File: src/rtl/spi_multi_master.sv
module spi_multi_master #(
  parameter int NCH        = 4,
  parameter int CHW        = 2,
  parameter int FIFO_CH    = 0,
  parameter int FIFO_DEPTH = 4
) (
  input  logic            clk,
  input  logic            rst_n,
  input  logic            cfg_we,
  input  logic [CHW-1:0]  cfg_ch,
  input  logic            cfg_pol,
  input  logic            cfg_pha,
  input  logic [3:0]      cfg_div,
  input  logic [4:0]      cfg_len,
  input  logic [1:0]      cfg_dir,
  input  logic [1:0]      cfg_tcs,
  input  logic            start,
  input  logic [CHW-1:0]  start_ch,
  input  logic [31:0]     tx_word,
  input  logic            q_push,
  input  logic [31:0]     q_data,
  output logic            q_full,
  output logic            busy,
  output logic            done,
  output logic [CHW-1:0]  done_ch,
  output logic [31:0]     rx_word,
  output logic            sclk,
  output logic            mosi,
  input  logic            miso,
  output logic [NCH-1:0]  cs_n
);
  localparam int QW = $clog2(FIFO_DEPTH);
  localparam logic [1:0] DIR_TXO = 2'd1;
  localparam logic [1:0] DIR_RXO = 2'd2;

  typedef enum logic [1:0] {S_IDLE, S_LEAD, S_SHIFT, S_LAG} st_t;

  function automatic logic [6:0] half_of(input logic [3:0] d);
    if (d == 4'd0) return 7'd1;
    if (d > 4'd8)  return 7'd16;
    return {2'b00, d, 1'b0};
  endfunction

  function automatic logic [6:0] guard_of(input logic [3:0] d, input logic [1:0] t, input logic dep);
    logic [6:0] odd;
    odd = {4'b0000, t, 1'b1};
    if (d == 4'd0 && dep) return {4'b0000, t, 1'b0} + 7'd2;
    return odd * half_of(d);
  endfunction

  logic [NCH-1:0] c_pol, c_pha;
  logic [3:0]     c_div [NCH];
  logic [4:0]     c_len [NCH];
  logic [1:0]     c_dir [NCH];
  logic [1:0]     c_tcs [NCH];

  always_ff @(posedge clk or negedge rst_n) begin
    if (!rst_n) begin
      c_pol <= '0;
      c_pha <= '0;
      for (int i = 0; i < NCH; i++) begin
        c_div[i] <= 4'd1;
        c_len[i] <= 5'd7;
        c_dir[i] <= 2'd0;
        c_tcs[i] <= 2'd0;
      end
    end else if (cfg_we) begin
      c_pol[cfg_ch] <= cfg_pol;
      c_pha[cfg_ch] <= cfg_pha;
      c_div[cfg_ch] <= cfg_div;
      c_len[cfg_ch] <= cfg_len;
      c_dir[cfg_ch] <= cfg_dir;
      c_tcs[cfg_ch] <= cfg_tcs;
    end
  end

  logic [31:0] q_mem [FIFO_DEPTH];
  logic [QW:0] q_wp, q_rp;
  logic        q_empty;
  assign q_empty = (q_wp == q_rp);
  assign q_full  = (q_wp[QW] != q_rp[QW]) && (q_wp[QW-1:0] == q_rp[QW-1:0]);

  st_t            st;
  logic           go_cmd, go_q;
  logic [CHW-1:0] sel_ch;
  logic [31:0]    sel_word;
  logic [4:0]     s_lenm1;
  logic [5:0]     s_len;

  assign busy     = (st != S_IDLE);
  assign go_cmd   = !busy && start;
  assign go_q     = !busy && !start && !q_empty;
  assign sel_ch   = go_cmd ? start_ch : CHW'(FIFO_CH);
  assign sel_word = go_cmd ? tx_word : q_mem[q_rp[QW-1:0]];
  assign s_lenm1  = (c_len[sel_ch] < 5'd3) ? 5'd3 : c_len[sel_ch];
  assign s_len    = {1'b0, s_lenm1} + 6'd1;

  always_ff @(posedge clk or negedge rst_n) begin
    if (!rst_n) begin
      q_wp <= '0;
      q_rp <= '0;
    end else begin
      if (q_push && !q_full) begin
        q_mem[q_wp[QW-1:0]] <= q_data;
        q_wp <= q_wp + 1'b1;
      end
      if (go_q) q_rp <= q_rp + 1'b1;
    end
  end

  logic [CHW-1:0] a_ch;
  logic           a_pha;
  logic [3:0]     a_div;
  logic [1:0]     a_dir;
  logic [5:0]     a_len;
  logic [6:0]     a_lag, cnt, e, eidx, last_e, a_half;
  logic [31:0]    tx_sr, rx_sr;
  logic           fire, smp, shf;

  assign a_half = half_of(a_div);
  assign last_e = {a_len, 1'b0} - 7'd1;
  assign eidx   = (st == S_LEAD) ? 7'd0 : e;
  assign fire   = (st == S_LEAD || st == S_SHIFT) && cnt == 7'd0;
  assign smp    = (eidx[0] == a_pha);
  assign shf    = (eidx[0] != a_pha) && !(a_pha && eidx == 7'd0);
  assign mosi   = busy && (a_dir != DIR_RXO) && tx_sr[31];

  always_ff @(posedge clk or negedge rst_n) begin
    if (!rst_n) begin
      st <= S_IDLE;
      a_ch <= '0; a_pha <= 1'b0; a_div <= 4'd1; a_dir <= 2'd0;
      a_len <= 6'd8; a_lag <= 7'd1; cnt <= '0; e <= '0;
      tx_sr <= '0; rx_sr <= '0;
      sclk <= 1'b0; cs_n <= '1;
      done <= 1'b0; done_ch <= '0; rx_word <= '0;
    end else begin
      done <= 1'b0;
      case (st)
        S_IDLE: if (go_cmd || go_q) begin
          a_ch  <= sel_ch;
          a_pha <= c_pha[sel_ch];
          a_div <= c_div[sel_ch];
          a_dir <= c_dir[sel_ch];
          a_len <= s_len;
          a_lag <= guard_of(c_div[sel_ch], c_tcs[sel_ch], !c_pha[sel_ch]);
          cnt   <= guard_of(c_div[sel_ch], c_tcs[sel_ch], c_pha[sel_ch]) - 7'd1;
          e     <= '0;
          tx_sr <= sel_word << (6'd32 - s_len);
          rx_sr <= '0;
          sclk  <= c_pol[sel_ch];
          cs_n  <= ~(NCH'(1) << sel_ch);
          st    <= S_LEAD;
        end
        S_LEAD: if (cnt == 7'd0) begin
          st  <= S_SHIFT;
          cnt <= a_half - 7'd1;
          e   <= 7'd1;
        end else cnt <= cnt - 7'd1;
        S_SHIFT: if (cnt == 7'd0) begin
          if (e == last_e) begin
            st  <= S_LAG;
            cnt <= a_lag - 7'd1;
          end else begin
            e   <= e + 7'd1;
            cnt <= a_half - 7'd1;
          end
        end else cnt <= cnt - 7'd1;
        S_LAG: if (cnt == 7'd0) begin
          cs_n    <= '1;
          done    <= 1'b1;
          done_ch <= a_ch;
          rx_word <= rx_sr;
          st      <= S_IDLE;
        end else cnt <= cnt - 7'd1;
        default: st <= S_IDLE;
      endcase
      if (fire) begin
        sclk <= ~sclk;
        if (smp && a_dir != DIR_TXO) rx_sr <= {rx_sr[30:0], miso};
        if (shf) tx_sr <= {tx_sr[30:0], 1'b0};
      end
    end
  end

  a_r2_one_select: assert property (@(posedge clk) disable iff (!rst_n) $onehot0(~cs_n));
  a_r2_idle_release: assert property (@(posedge clk) disable iff (!rst_n) !busy |-> (cs_n == '1));
  a_r11_done_at_release: assert property (@(posedge clk) disable iff (!rst_n)
    done |-> (cs_n == '1) && $past(cs_n != '1));
  a_r11_single_pulse: assert property (@(posedge clk) disable iff (!rst_n) done |=> !done);
  a_r4_rx_only_quiet: assert property (@(posedge clk) disable iff (!rst_n)
    (busy && a_dir == DIR_RXO) |-> !mosi);
  a_r10_busy_ignores_start: assert property (@(posedge clk) disable iff (!rst_n)
    (busy && start) |=> $stable(a_ch) && $stable(cs_n));
  a_r6_lead_clock_quiet: assert property (@(posedge clk) disable iff (!rst_n)
    (st == S_LEAD && $past(st) == S_LEAD) |-> $stable(sclk));
endmodule

File: config.mk
export PLATFORM = sky130hd
export DESIGN_NAME = spi_multi_master
export DESIGN_NICKNAME = d
export VERILOG_FILES = /design/src/rtl/spi_multi_master.sv
export SDC_FILE = /design/constraint.sdc
export NUM_CORES = 1
export LEC_CHECK = 0
export ABC_AREA = 1
export ABC_CLOCK_PERIOD_IN_PS = 6500
export BUFFER_PORTS_ARGS = -buffer_cell sky130_fd_sc_hd__buf_4
export CAP_MARGIN = 20
export CORE_MARGIN = 2
export CORE_UTILIZATION = 60
export DETAILED_ROUTE_END_ITERATION = 16
export GPL_TIMING_DRIVEN = 0
export PLACE_DENSITY = 0.8
export SLEW_MARGIN = 15
export SYNTH_ARGS = -nofsm -noshare
export SYNTH_HDL_FRONTEND = slang
export SYNTH_SLANG_ARGS = --single-unit
File: constraint.sdc
create_clock -name clk -period 6.5 [get_ports clk]
set_input_delay 0.325 -clock clk [delete_from_list [all_inputs] [get_ports clk]]
set_output_delay 0.325 -clock clk [all_outputs]
set_load 0.03 [all_outputs]
==> implementation parameters, run 1 <==
Parameter                              Value

Clock tree
  Clock tree from TritonCTS ... built
  PostCTS Resize Cnt ... 0
  Clock latency on the worst-skew pair ... between 0.5 and 0.6 ns
  Number of buffers created by CTS ... 36
  Sink count of the clock tree ... between 300 and 400
  Clock-pin transition on the worst setup and hold timing paths ... about 0.06 ns
  H-tree Lvls ... 2
  Deepest clock path buffer count ... 3
  Root cell of the clock tree ... clkbuf_16

Cells and area
  Area growth, synth to finish ... 17.5%
  Sequential Area ... 0.00908 mm2
  Diodes inserted ... 0
  Most common library cell in the layout ignoring fill and taps ... nand2_1
  Ratio of cells with drive above 1 in the final layout ... between 10% and 20%
  Area used by multi-input combinational logic ... 0.00689 mm2
  Number of nets in the layout ... between 2000 and 2500
  Filler cell count ... between 2000 and 2500
  Most frequent cells in the layout ... nand2_1 (430), nand3_1 (289), o21ai_0 (275)

Yosys
  Post-Syn Instances ... roughly 2100
  Dominant cells by area after synthesis ... dfrtp_1 (27%), edfxtp_1 (22%), nand2_1 (9.4%)
  Avg Cell Area, Syn ... between 8 and 9 um2
  Post-synth design cell area ... around 0.017 mm2
  Warnings, synthesis ... 0
  Largest area contributor in the synthesized netlist ... dfrtp_1
  Post-synthesis sequential area ratio ... between 50% and 60%
  Area share of the leading cell type in the synthesized netlist ... roughly 27%
  Unique masters post-synth ... 44
  Net count after synthesis ... approximately 2200
  Count of state elements after synthesis ... between 300 and 400

Power and ir drop
  Register share of total power ... around 29%
  Switching Power ... ~4.2 mW
  Static leakage power ... 9.01 nW
  Int Pwr ... 5.43 mW
  Clock network fraction of total power ... between 20% and 30%
  VDD IR-drop max ... between 0.0003 and 0.0004 V
  Pwr dens ... 479 mW/mm2
  Total power of the final layout ... around 9.7 mW
  Proportion of power drawn by combinational gates ... between 40% and 50%
  Switching Share ... approximately 44%

Drt
  Met2 wire len ... between 20 and 25 mm
  Total detailed-routing wirelength ... approximately 47 mm
  First-pass iteration count of the detailed router ... 7
  DRT iter0 DRCs ... about 1600
  DRC violation count after routing ... 0
  Vias after detailed routing ... ~15000
  Post-DRT Antenna Nets ... 0
  Drt wl/cell ... between 15 and 20 um
  Number of vias per cell ... about 5.8
  Top Metal Used ... met4
  Routed met1 length ... 19.1 mm
  DR WL met3 ... 3.94 mm

Critical path
  Worst EP required ... 6.94 ns
  Register-to-Register Path Depth ... 23
  Crit Path Class ... flip-flop to flip-flop
  Data arrival time of the worst path ... about 5.3 ns
  Critical path launch point type ... flip-flop
  R2r endpoint ... cnt[6]$_DFFE_PN0P_
  Timing startpoint of the critical path ... st[0]$_DFFE_PN0P_
  Critical path fanouts, max ... 10
  Register-to-Register Setup Slack ... 1.64 ns
  Reg-to-Reg Start ... st[0]$_DFFE_PN0P_
  Kind of end point of the critical path ... flip-flop

Timing
  Final period util ... about 75%
  RSZ-0062 raised after global routing ... false
  Final setup vio count ... 0
  Final number of hold-violating endpoints ... 0
  Final critical-path required period ... between 4 and 5 ns
  Fin Setup TNS ... 0 ns
  Worst slew margin ... between 20% and 30%
  Maximum operating frequency ... between 0.2 and 0.25 GHz
  Setup clock skew after layout ... 0.0242 ns
  Final Max Tran Viols ... 0
  Transition time of the tightest slew-check pin ... around 1.0 ns

Hold path
  Worst hold endpoint ... q_mem[1][23]$_DFFE_PP_
  Cell depth of the worst hold path ... 1
  Min-delay src ... q_data[23]
  Type of the worst min-delay path ... input port to flip-flop

Outcome
  Status ... finished clean

Global routing
  First-pass GRT wire length ... between 70 and 80 mm
  Total gr overflow ... 0
  Initial antenna violation count ... 0
  Number of global-route vias before repair ... between 10000 and 15000
  Largest net degree at the start of global routing ... between 100 and 150
  Overall track demand over capacity in global routing ... 31.2%

Placed design
  HPWL after detailed placement ... ~34 mm
  Placer congestion estimate ... roughly 1.0
  Number of buffers inserted by port buffering ... 130

Die
  Die width ... between 150 and 200 um
  Placeable core area ... between 0.02 and 0.03 mm2
  Initial core utilization ... just over 60%
  IO Count ... 132
  Overall die height ... 173 um
  Total Die Area ... between 0.02 and 0.03 mm2
  Std cell rows ... 61

Job
  Count of max-cap constraint violations ... 0
==> Yosys cell counts (all sizes together) <==
library cell  instances
nor2                215
clkinv                3
a22oi                 4
and2                  1
o22ai                12
a21oi                53
a221oi                1
o41ai                 1
clkbuf               71
nand2               438
or2                   1
a22o                  1
nor3                 14
nand4                20
a31oi                12
nor3b                 2
nand3b                3
a211oi                2
fa                    4
o21ai               278
o21a                  7
nor4                  3
xnor2                12
nand3               293
inv                 200
dfstp                23
dfrtp               185
ha                   23
xor2                 17
buf                  38
edfxtp              128
==> state kept, by name, summed over array words and instances (netlist names), 3 cells and up <==
signal   flops
c_tcs        8
q_mem      128
cs_n         4
cnt          7
q_rp         3
c_pol        4
tx_sr       32
c_dir        8
a_len        6
c_pha        4
rx_word     32
c_len       20
q_wp         3
a_div        4
e            7
a_lag        7
rx_sr       32
c_div       16
==> worst max path at each step <==
stage                             end  slack, ns  depth (start not counted)
5_1_grt            cnt[6]$_DFFE_PN0P_       1.34                         23
3_5_place_dp       cnt[6]$_DFFE_PN0P_       1.77                         23
6_report           cnt[6]$_DFFE_PN0P_       1.64                         23
2_1_floorplan      cnt[6]$_DFFE_PN0P_       2.61                         24
4_1_cts            cnt[6]$_DFFE_PN0P_       1.73                         23
3_3_place_gp   q_mem[0][31]$_DFFE_PP_       0.84                          3
==> worst max-delay path: stages, from the launching register on <==
cell	delay [ns]
dfrtp_1	0.37
inv_1	0.10
ha_1	0.22
buf_6	0.16
nand3_4	0.14
nor2_1	0.11
clkbuf_1	0.29
inv_1	0.17
o22ai_1	0.08
nor3_1	0.80
nand2_1	0.17
fa_1	0.46
inv_1	0.07
ha_1	0.17
inv_1	0.06
fa_1	0.40
o21ai_0	0.22
xnor2_1	0.11
nand3b_1	0.18
nand3_1	0.16
inv_1	0.05
nand4_1	0.08
nand3_1	0.08
a21oi_1	0.14
==> timing repair <==
action                    in CTS  in global routing
hold endpoints to repair     114                 16
hold buffers                   8                  4
buffers inserted               0                  0
==> cells by family (layout without fill, tap and decap cells) <==
group	Yosys count	after routing	synth area share, %
AOI/OAI and AO/OA	371	371	11.2
xor gates and xnor gates	29	29	1.57
buffers and inverters	312	522	7.18
and+or+nand+nor	990	990	25.0
DFF	336	336	52.9
adders and majority gates	27	27	2.14
==> metrics by stage <==
step | utilization [%] | cells | hold slack, ns | worst slack [ns] | instance area (um2)
2_1_floorplan | - | 2065 | 0.0294 | 2.61 | 17200
3_3_place_gp | 66.5 | 2573 | 0.463 | 0.837 | 18600
3_5_place_dp | 67.1 | 2578 | 0.420 | 1.77 | 18800
4_1_cts | 71.9 | 2649 | 0.000604 | 1.73 | 20100
5_1_grt | 72.1 | 2653 | 0.000522 | 1.34 | 20200
6_report | 72.1 | 2653 | 0.00310 | 1.64 | 20200
==> layer usage <==
metal  up-vias  GRT usage (%)
met5         -              0
met4         0           11.4
met3       107           4.64
met2       750           52.1
met1      7208           41.7
li1       7236              -
==> cell type report <==
class                           count  area share (%)
Sequential cell                   336            45.0
Multi-Input combinational cell   1417            34.1
Timing Repair Buffer              147            6.11
Clock buffer                       50            5.08
Inverter                          203            3.78
Tap cell                          378            2.34
Buffer                            109            2.34
Clock inverter                     13            1.24
==> power by group through the flow <==
stage          Clock, mW  Combinational (mW)  Sequential, mW
6_report            2.21                4.66            2.79
5_1_grt             2.32                5.17            2.83
4_1_cts             2.22                4.58            2.79
3_5_place_dp           0                4.54            2.82
3_3_place_gp           0                4.40            2.82
2_1_floorplan          0                3.18            2.84
Note: power is estimated with default switching activity, not from simulation.
==> run 2: changes to the inputs <==
--- a/config.mk
+++ b/config.mk
@@ -5,8 +5,8 @@
 export SDC_FILE = /design/constraint.sdc
 export NUM_CORES = 1
 export LEC_CHECK = 0
-export ABC_AREA = 1
-export ABC_CLOCK_PERIOD_IN_PS = 6500
+export ABC_AREA = 0
+export ABC_CLOCK_PERIOD_IN_PS = 4600
 export BUFFER_PORTS_ARGS = -buffer_cell sky130_fd_sc_hd__buf_4
 export CAP_MARGIN = 20
 export CORE_MARGIN = 2
==> constraint.sdc (replaced) <==
create_clock -name clk -period 4.6 [get_ports clk]
set_input_delay 0.23 -clock clk [delete_from_list [all_inputs] [get_ports clk]]
set_output_delay 0.23 -clock clk [all_outputs]
set_load 0.03 [all_outputs]
==> run 2 against run 1 <==
Against the previous run: global-route usage rose by 1.8 points; worst hold slack improved by 0.17 ns; cell count down 18%; non-clock buffer count rose by 53; first-iteration DRC count down 27%; utilization rose by 1.4 points; combinational power grew 50%; sequential share of layout area decreased by 2.1 points; sequential power is 45% higher; power is 46% higher; fmax is 9.6% higher; clock power rose by 37%; critical path type unchanged; largest cell class unchanged; highest routed layer unchanged.
==> implementation parameters, run 2 <==
Parameter                              Value

Hold path
  Type of the worst min-delay path ... input port to flip-flop
  Worst hold endpoint ... c_dir[6]$_DFFE_PN0P_
  Min-delay src ... cfg_ch[0]
  Cell depth of the worst hold path ... 3 (+2)

Timing
  Setup WS post-layout ... 0.163 ns (-1.48 ns)
  Final hold slack ... 0.174 ns (+0.171 ns)
  Final Max Tran Viols ... 0 (unchanged)
  Transition time of the tightest slew-check pin ... 0.910 ns (-0.135 ns)
  Fin Setup TNS ... 0 ns (unchanged)
  Final critical-path required period ... 4.44 ns (-0.424 ns)
  Worst slew margin ... 38.9% (+9.1 points)
  Final number of hold-violating endpoints ... 0 (unchanged)
  Setup clock skew after layout ... 0.0178 ns (-0.00636 ns)
  Maximum operating frequency ... 0.225 GHz (+9.6%)
  Final setup vio count ... 0 (unchanged)
  Final period util ... 96.5% (+22 points)

Die
  Overall die height ... 175 um (+1.1%)
  Initial core utilization ... 61.0% (-0.27 points)
  Std cell rows ... 62 (+1.6%)
  Total Die Area ... 0.0307 mm2 (+2.3%)
  Placeable core area ... 0.0288 mm2 (+2.7%)
  IO Count ... 132 (unchanged)
  Die width ... 175 um (+1.1%)

Critical path
  Reg-to-Reg Start ... st[1]$_DFFE_PN0P_
  Register-to-Register Setup Slack ... 0.16 ns (-1.48 ns)
  Kind of end point of the critical path ... flip-flop
  Top delay family on crit path ... adder cells
  Register-to-Register Path Depth ... 24 (+4.3%)
  Critical path fanouts, max ... 9 (-1)
  Worst EP required ... 4.99 ns (-1.95 ns)
  Cells traversed along the worst timing path ... inv_2, ha_4, buf_8, and2_4, buf_6, a31oi_1, o221ai_2, clkbuf_8, and3_4, nand2_1, fa_1, inv_1, ha_2, inv_1, fa_2, inv_1, a21o_1, a21oi_2, xnor2_1, xnor2_1, xnor2_1, mux2i_1, a21oi_1, o21ai_1
  Master of the slowest instance on the critical path ... fa_1
  Crit Path Class ... flip-flop to flip-flop
  Critical path launch point type ... flip-flop
  Buffers & Inverters on Critical Path ... 7 (unchanged)
  R2r endpoint ... cnt[6]$_DFFE_PN0P_
  CP peak stage delay ... 0.44 ns (-0.36 ns)
  Data arrival time of the worst path ... 4.83 ns (-0.47 ns)

Yosys
  Post-synth design cell area ... 0.0176 mm2 (+2.3%)
  Unique masters post-synth ... 90 (+100%)
  Area share of the leading cell type in the synthesized netlist ... 26.4% (-0.61 points)
  Count of state elements after synthesis ... 336 (unchanged)
  Largest area contributor in the synthesized netlist ... dfrtp_1
  Dominant cells by area after synthesis ... dfrtp_1 (26%), edfxtp_1 (22%), mux2_2 (7.1%)
  Most common cell in the netlist ... dfrtp_1
  Top cells by count, synth ... dfrtp_1 (185), nand2_1 (134), edfxtp_1 (128)
  Most used flip-flop cell after synthesis ... dfrtp_1
  Share of flip-flops with an asynchronous set or reset after synthesis ... 61.9% (unchanged)
  Warnings, synthesis ... 0 (unchanged)
  Post-Syn Instances ... 1530 (-26%)
  Net count after synthesis ... 1646 (-25%)
  Post-synthesis sequential area ratio ... 51.7% (-1.2 points)
  Number of enable flip-flop cells after synthesis ... 128 (unchanged)
  Avg Cell Area, Syn ... 11.5 um2 (+38%)

Clock tree
  Sink count of the clock tree ... 336 (unchanged)
  Number of buffers created by CTS ... 36 (unchanged)
  Clock-pin transition on the worst setup and hold timing paths ... 0.06 ns (about the same)
  Clock latency on the worst-skew pair ... 0.54 ns (about the same)
  Clock tree from TritonCTS ... built
  Deepest clock path buffer count ... 3 (unchanged)
  H-tree Lvls ... 2 (unchanged)
  Root cell of the clock tree ... clkbuf_16

Global routing
  Total gr overflow ... 0 (unchanged)
  First-pass GRT wire length ... 78.8 mm (+4.3%)
  Largest net degree at the start of global routing ... 111 (+3.7%)
  Initial antenna violation count ... 0 (unchanged)
  Overall track demand over capacity in global routing ... 33.0% (+1.8 points)
  Number of global-route vias before repair ... 13900 (-6.3%)

Placed design
  Placer congestion estimate ... 1.01 (-1.1%)
  Setup slack after placement ... -0.527 ns (-2.29 ns)
  DP Area ... 0.0192 mm2 (+2.0%)
  Number of buffers inserted by port buffering ... 131 (+0.77%)
  Placed cells ... 2050 (-20%)
  HPWL after detailed placement ... 34.7 mm (+3.4%)

Drt
  Drt wl/cell ... 23.1 um (+30%)
  Number of vias per cell ... 6.36 (+10%)
  DRC violation count after routing ... 0 (unchanged)
  First-pass iteration count of the detailed router ... 5 (-2)
  Total detailed-routing wirelength ... 50.4 mm (+7.1%)
  Post-DRT Antenna Nets ... 0 (unchanged)
  DRT iter0 DRCs ... 1137 (-27%)
  Vias after detailed routing ... 13900 (-9.2%)

Power and ir drop
  Total power of the final layout ... 14.1 mW (+46%)
  Static leakage power ... 8.96 nW (-0.51%)
  Pwr dens ... 665 mW/mm2 (+39%)
  VDD IR-drop max ... 0.000592 V (+89%)

Job
  Count of max-cap constraint violations ... 0 (unchanged)

Cells and area
  Most common library cell in the layout ignoring fill and taps ... dfrtp_1
  Post-route non-filler standard cell count ... 2183 (-18%)
  Core utilization of the finished layout ... 73.5% (+1.4 points)
  Area of all placed cells without fillers ... 0.0212 mm2 (+4.8%)
  Filler cell count ... 1895 (-8.1%)
  Area growth, synth to finish ... 20.4%
  Most frequent cells in the layout ... dfrtp_1 (185), buf_4 (156), nand2_1 (133)
  Diodes inserted ... 0 (unchanged)
  Largest register FFs ... 128 (unchanged)
  Ratio of cells with drive above 1 in the final layout ... 25.8% (+14 points)
  Number of nets in the layout ... 1887 (-20%)

Outcome
  Status ... finished clean
[run 2: cell types whose count changed after synthesis, moves of 15 or more]
cell,delta
mux4_2,+33
a22o_1,+32
inv_1,-160
o211ai_1,+22
mux2_2,+111
a21oi_1,+53
nor2_1,-112
a211oi_1,+15
nand2_1,-296
o21ai_0,-211
nand3_1,-263
mux2i_1,+69
and3_1,+23
[run 2: per-layer routing]
layer / global-route usage (%) / up-vias / part of all wire [%]
met5: 0 / - / 0
met4: 12.3 / 0 / 3.7
met3: 5.46 / 125 / 7.8
met2: 53.5 / 661 / 47
met1: 45.1 / 6870 / 41
li1: - / 6232 / -
[run 2: kinds of logic after synthesis]
kind of cell,after synthesis,synth area share (%)
fa+ha+maj,27,2.09
buf+inv,144,3.56
flops,336,51.7
mux,214,15.4
simple gates,381,10.2
xor+xnor,39,1.94
compound gates,389,15.1
[run 2: final cells by class]
class	instances	area, um2	area share [%]
plain buffers	106	522	2.47
clock buffers	45	996	4.71
clock inverters	21	243	1.15
inverters	38	143	0.674
multi-input cells	1050	7970	37.7
flip-flops and latches	336	9080	42.9
well taps	384	480	2.27
repair buffers	203	1720	8.14
[run 2: what timing repair did]
item,4_1_cts,5_1_grt
pin swaps,2,7
setup buffers,2,15
resized for setup,19,23
gates cloned,0,0
endpoints found under the setup margin,26,35
hold endpoints to repair,264,0
hold buffers,49,0
[run 2: worst reg2reg max path, cell delays in order (launching register included)]
cell      delay (ns)
dfrtp_1         0.41
inv_2           0.11
ha_4            0.17
buf_8           0.14
and2_4          0.15
buf_6           0.12
a31oi_1         0.11
o221ai_2        0.31
clkbuf_8        0.22
and3_4          0.19
nand2_1         0.07
fa_1            0.44
inv_1           0.07
ha_2            0.17
inv_1           0.06
fa_2            0.41
inv_1           0.06
a21o_1          0.12
a21oi_2         0.07
xnor2_1         0.14
xnor2_1         0.26
xnor2_1         0.16
mux2i_1         0.12
a21oi_1         0.16
o21ai_1         0.07
[run 2: worst max path at each step]
stage	slack [ns]	cells after the start	endpoint	startpoint
3_5_place_dp	-0.53	24	cnt[6]$_DFFE_PN0P_	st[0]$_DFFE_PN0P_
6_report	0.16	24	cnt[6]$_DFFE_PN0P_	st[1]$_DFFE_PN0P_
3_3_place_gp	-0.47	24	cnt[6]$_DFFE_PN0P_	st[0]$_DFFE_PN0P_
5_1_grt	-0.04	24	cnt[6]$_DFFE_PN0P_	st[1]$_DFFE_PN0P_
4_1_cts	0.003	21	cnt[6]$_DFFE_PN0P_	st[0]$_DFFE_PN0P_
2_1_floorplan	0.36	24	cnt[6]$_DFFE_PN0P_	st[0]$_DFFE_PN0P_
[run 2: report_power, final]
part	internal [mW]	switching (mW)	leakage, nW	total (mW)
combinational	2.68	4.32	4.54	7.00
clock	1.79	1.24	0.608	3.03
sequential	3.71	0.335	3.81	4.05
total	8.18	5.90	8.96	14.1
